`src/rtl/rot_renamer_pkg.sv`:
```
package rot_renamer_pkg;
  typedef struct packed {
    logic clear;
    logic rotate;
  } rrStrobe_t;
endpackage

```
`src/rtl/rr_ctrl.sv`:
```
module rr_ctrl
  import rot_renamer_pkg::*;
#(
  parameter int GR_SPAN = 96,
  parameter int GPW     = 4,
  parameter int GRW     = 7
) (
  input  logic           rotateCmd,
  input  logic           clearCmd,
  input  logic [GPW-1:0] grSorGroups,
  output rrStrobe_t      strobe,
  output logic [GRW-1:0] grSize
);
  localparam logic [GPW+2:0] SPAN_LIM = (GPW+3)'(GR_SPAN);
  logic [GPW+2:0] rawSize;

  always_comb begin
    strobe.clear  = clearCmd;
    strobe.rotate = rotateCmd & ~clearCmd;  // clear dominates
    rawSize = {grSorGroups, 3'b000};
    if (rawSize > SPAN_LIM) rawSize = SPAN_LIM;
    grSize = GRW'(rawSize);
  end
endmodule

```
`src/rtl/rr_base.sv`:
```
module rr_base
  import rot_renamer_pkg::*;
#(
  parameter int REGS = 128
) (
  input  logic               clk,
  input  logic               rstN,
  input  rrStrobe_t          strobe,
  input  logic [$clog2(REGS)-1:0] size,
  output logic [$clog2(REGS)-1:0] rrb
);
  localparam int W = $clog2(REGS);

  always_ff @(posedge clk) begin
    if (!rstN || strobe.clear) begin
      rrb <= '0;
    end else if (strobe.rotate) begin
      if (size == '0)
        rrb <= '0;
      else if (rrb == '0 || rrb >= size)
        rrb <= size - W'(1);
      else
        rrb <= rrb - W'(1);
    end
  end
endmodule

```
`src/rtl/rr_map.sv`:
```
module rr_map #(
  parameter int REGS  = 128,
  parameter int FIXED = 32
) (
  input  logic [$clog2(REGS)-1:0] virt,
  input  logic [$clog2(REGS)-1:0] rrb,
  input  logic [$clog2(REGS)-1:0] size,
  output logic [$clog2(REGS)-1:0] phys
);
  localparam int W = $clog2(REGS);
  localparam logic [W:0] FX = (W+1)'(FIXED);

  logic [W:0] offset, effBase, sum, sizeX;

  always_comb begin
    sizeX   = {1'b0, size};
    offset  = {1'b0, virt} - FX;
    effBase = (rrb < size) ? {1'b0, rrb} : '0;
    sum     = offset + effBase;
    if (sum >= sizeX) sum = sum - sizeX;
    phys = virt;
    if ({1'b0, virt} >= FX && offset < sizeX)
      phys = W'(sum + FX);
  end
endmodule

```
`src/rtl/rot_renamer.sv`:
```
module rot_renamer
  import rot_renamer_pkg::*;
#(
  parameter int GR_REGS  = 128,
  parameter int FR_REGS  = 128,
  parameter int FR_FIXED = 32,
  parameter int PR_REGS  = 64,
  parameter int PR_FIXED = 16,
  localparam int GRW     = $clog2(GR_REGS),
  localparam int FRW     = $clog2(FR_REGS),
  localparam int PRW     = $clog2(PR_REGS),
  localparam int GR_SPAN = GR_REGS - 32,
  localparam int GPW     = $clog2(GR_SPAN / 8 + 1)
) (
  input  logic           clk,
  input  logic           rstN,
  input  logic           rotateCmd,
  input  logic           clearCmd,
  input  logic [GPW-1:0] grSorGroups,
  input  logic [GRW-1:0] grVirt,
  input  logic [FRW-1:0] frVirt,
  input  logic [PRW-1:0] prVirt,
  output logic [GRW-1:0] grPhys,
  output logic [FRW-1:0] frPhys,
  output logic [PRW-1:0] prPhys,
  output logic [GRW-1:0] grRrb,
  output logic [FRW-1:0] frRrb,
  output logic [PRW-1:0] prRrb
);
  localparam logic [FRW-1:0] FR_SIZE = FRW'(FR_REGS - FR_FIXED);
  localparam logic [PRW-1:0] PR_SIZE = PRW'(PR_REGS - PR_FIXED);

  rrStrobe_t      strobe;
  logic [GRW-1:0] grSize;

  rr_ctrl #(.GR_SPAN(GR_SPAN), .GPW(GPW), .GRW(GRW)) u_ctrl (
    .rotateCmd(rotateCmd), .clearCmd(clearCmd), .grSorGroups(grSorGroups),
    .strobe(strobe), .grSize(grSize)
  );

  rr_base #(.REGS(GR_REGS)) u_grBase (
    .clk(clk), .rstN(rstN), .strobe(strobe), .size(grSize), .rrb(grRrb));
  rr_base #(.REGS(FR_REGS)) u_frBase (
    .clk(clk), .rstN(rstN), .strobe(strobe), .size(FR_SIZE), .rrb(frRrb));
  rr_base #(.REGS(PR_REGS)) u_prBase (
    .clk(clk), .rstN(rstN), .strobe(strobe), .size(PR_SIZE), .rrb(prRrb));

  rr_map #(.REGS(GR_REGS), .FIXED(32)) u_grMap (
    .virt(grVirt), .rrb(grRrb), .size(grSize), .phys(grPhys));
  rr_map #(.REGS(FR_REGS), .FIXED(FR_FIXED)) u_frMap (
    .virt(frVirt), .rrb(frRrb), .size(FR_SIZE), .phys(frPhys));
  rr_map #(.REGS(PR_REGS), .FIXED(PR_FIXED)) u_prMap (
    .virt(prVirt), .rrb(prRrb), .size(PR_SIZE), .phys(prPhys));
endmodule

```
`config.mk`:
```
export PLATFORM = sky130hd
export DESIGN_NAME = rot_renamer
export DESIGN_NICKNAME = d
export VERILOG_FILES = /design/src/rtl/rot_renamer_pkg.sv /design/src/rtl/rr_ctrl.sv /design/src/rtl/rr_base.sv /design/src/rtl/rr_map.sv /design/src/rtl/rot_renamer.sv
export SDC_FILE = /design/constraint.sdc
export NUM_CORES = 1
export LEC_CHECK = 0
export BUFFER_PORTS_ARGS = -buffer_cell sky130_fd_sc_hd__buf_2
export CAP_MARGIN = 25
export CORE_MARGIN = 8
export CORE_UTILIZATION = 27
export DETAILED_ROUTE_END_ITERATION = 8
export SYNTH_ARGS = -nofsm -noshare
export SYNTH_HDL_FRONTEND = slang
export SYNTH_HIERARCHICAL = 1
export SYNTH_SLANG_ARGS = --single-unit
export TNS_END_PERCENT = 30
```
`constraint.sdc`:
```
create_clock -name clk -period 6.7 [get_ports clk]
set_input_delay 0 -clock clk [delete_from_list [all_inputs] [get_ports clk]]
set_output_delay 0 -clock clk [all_outputs]
set_load 0.05 [all_outputs]
```
==> impl_metrics.csv <==
group,metric,value,unit
outcome,status,"finished clean",
synthesis,yosys_register_bits,20,
synthesis,synth.area.top_cells,"ha_1 23%, dfxtp_1 7.6%, a21oi_1 4.7%",
clock_tree,htree_levels,1,
layout,final_nets,903,
clock_tree,cts.clk_slew.worst_paths,0.06,ns
routing,viasPerCell,4.69,
clock_tree,cts_hold_buf,0,
pwr,p_leak,3.15,nW
clock_tree,cts_sinks,20,
routing,routed-via-count,4854,
sta,slew_viol_final,0,
sta,fin_tns_setup,0,ns
critical_path,cp_max_fo,9,
clock_tree,clk_latency,0.25,ns
clock_tree,numCtsBuffers,3,
global_route,grt-ovfl-total,0,
placed_design,hpwl,10800,microns
routing,drc,0,
placed_design,dpl.cell_count,1032,
sta,clock-skew-final,0.00394,ns
critical_path,crit_path_max_incr_delay,0.47,ns
layout,fin_util,32.1,%
critical_path,r2r-start,"u_grBase/rrb[4]",
placed_design,dpl_worst_slack,1.54,ns
routing,routed-wl-met3,362,microns
synthesis,synth_seq_area_share,7.59,%
critical_path,r2r-end,"u_grBase/rrb[4]",
routing,wl_met2,5690,microns
critical_path,crit_path_frequent_cell,"a21o_1",
critical_path,critical_path_class,"flop to output port",
routing,routed_wl,12500,microns
global_route,grt_pass1_vias,4501,
routing,top_layer_used,"met4",
sta,finalWorstSetupSlack,1.37,ns
layout,syn_to_final_growth,17.6,%
synthesis,yosysTopAreaCell,"ha_1",
floorplan,core,19300,sq um
critical_path,path_cells,"ha_1, a21o_1, a21o_1, a21o_1, a21o_1, a21o_1, a21oi_1, ha_1, a211oi_1, o21ai_0, xor2_1, ha_1, and4_1, a41oi_1, and4b_1, mux2_4, xor2_1, mux2i_1, buf_2",
job,drv_cap,0,
synthesis,synthArstFlopShare,0,%
critical_path,cp_top_family,"compound AO/OA/AOI/OAI gates",
synthesis,syn-cell-area,5280,sq um
global_route,grt_start_max_net_pins,16,
sta,fin_crit_sh,79.5,%
floorplan,rows,51,
critical_path,crit_buf_inv,1,
global_route,grt_usage,10.3,%
floorplan,start_util,27.3,%
critical_path,arrival,5.33,ns
sta,relSlewSlack,39.5,%
layout,drive_above_1_share,16.5,%
placed_design,gp_congestion,0.820,
synthesis,synth_top_area_share,23.0,%
routing,ant_nets,0,
synthesis,synth_ff_type,"dfxtp_1",
global_route,antenna_found_initial,0,
sta,finalSetupViolations,0,
hold_path,whs_endpoint,"u_grBase/rrb[6]",
clock_tree,cts.path.max_buffers,2,
placed_design,io_buffers,67,
floorplan,dieArea,24300,sq um
floorplan,die_w,156,microns
synthesis,ys_types,79,
synthesis,syn-instance-count,640,
routing,drtPass1Iterations,4,
critical_path,required,6.70,ns
pwr,power_density,148,nW/um^2
critical_path,startpoint_type,"flop",
sta,rsz0062_at_grt,"false",
clock_tree,cts-root-buf,"clkbuf_16",
critical_path,cp_slowest_cell,"dfxtp_1",
hold_path,hp-start,"grSorGroups[3]",
layout,finalNonFillerCells,1036,
sta,max_freq,188,MHz
sta,hold_viol,0,
routing,wl_met1,6400,microns
floorplan,io_pins,68,
floorplan,die_h,156,microns
synthesis,synth-edff-count,0,
synthesis,synth_warnings,6,
hold_path,hp-class,"input pin to flop",
layout,antennaDiodeCount,0,
pwr,peakVddDrop,0.000119,V
synthesis,synth.avg_cell_area,8.24,sq um
critical_path,reg2reg_slack,4.41,ns
clock_tree,cts_tree,"yes",
routing,drtIter0Drc,232,
sta,tightest_slew,0.906,ns
sta,period_minus_slack,5.33,ns
routing,wl_per_cell,12.1,microns
critical_path,cp-end-kind,"output port",
critical_path,rr_worst_depth,6,
critical_path,crit_path_start,"u_grBase/rrb[1]",
global_route,grt_pass1_wl,21300,microns
hold_path,holdPathStages,2,
clock_tree,post_cts_buffers,0,
clock_tree,post_cts_resized,0,
power by group:
group          internal, mW  switching, mW
logic                 0.246          0.399
registers             0.123        0.00984
clock network        0.0910         0.0463
layout by cell type (no fill, tap or decap), drive strengths merged, types with 10 or more instances in the layout:
cell type,Yosys,layout
mux2,18,18
ha,97,97
conb,3,75
a21oi,50,50
nor3,13,13
xnor2,22,22
buf,9,67
a211oi,12,12
mux2i,14,14
a21o,34,34
o21a,13,13
dfxtp,20,20
nand2,21,21
o21ai,33,33
nand2b,32,32
and2,11,11
inv,62,62
nor2,30,30
xor2,10,10
through the flow:
step / area (sq um) / hold WS, ns / total power [mW]
after global routing: 6200 / 0.117 / 0.988
after CTS: 6200 / 0.106 / 0.914
final: 6200 / 0.107 / 0.915
after floorplan: 5550 / 0.224 / 0.666
after detailed placement: 6110 / 0.367 / 0.772
after global placement: 6110 / 0.362 / 0.771
registers in the layout, indices dropped and copies added (netlist names):
register	cells
u_frBase/rrb	7
u_prBase/rrb	6
u_grBase/rrb	7
cell usage after synthesis (3+ instances only):
master	number
mux2_4	3
nand2b_1	32
nor2b_1	6
o211ai_1	4
mux2_2	15
clkbuf_1	3
or3_1	4
mux2i_1	14
buf_6	5
o2111ai_1	3
nor3_1	11
o21bai_1	5
fa_1	6
a31oi_1	5
o32ai_1	3
nor2_1	29
a32o_1	6
ha_1	97
o31ai_1	9
and2_1	8
dfxtp_1	20
o221ai_1	4
o21ai_1	5
a22o_1	4
inv_1	62
a21oi_1	50
o21ai_0	28
o21a_1	13
xor2_1	10
nor3b_1	3
nand2_1	21
or4_4	3
buf_4	4
xnor2_1	22
a41oi_1	3
a211oi_1	11
a21o_1	32
a211o_1	4
conb_1	3
how the worst max path moves through the flow:
stage,slack [ns],depth (start not counted),end
2_1_floorplan,1.42,20,frPhys[6]
3_3_place_gp,1.58,21,grPhys[6]
3_5_place_dp,1.54,21,grPhys[6]
4_1_cts,1.33,19,grPhys[6]
5_1_grt,0.98,19,grPhys[6]
6_report,1.37,19,grPhys[6]
per-layer routing:
metal	global-route usage (%)	vias to the layer above
li1	-	2597
met1	13.9	2193
met2	17.4	62
met3	1.08	2
met4	1.66	0
met5	0	-
area by class of cell:
type                       instances  area (sq um)
fill                            2084         13100
multi-input combinational        618          4810
sequential                        20           400
timing repair buffer              67           335
tap                              265           332
inverter                          62           233
clock buffer                       4          88.8
kinds of logic (layout without fill, tap and decap cells):
group,count (synthesis),in the layout,share of synthesized area (%)
fa+ha+maj,103,103,25.3
flops,20,20,7.59
simple gates,156,156,18.0
xor+xnor,32,32,5.31
compound gates,220,220,30.6
other cells,3,75,0.213
buf+inv,74,133,6.26
mux,32,32,6.71
No activity file was read; power rests on OpenSTA's default activity.
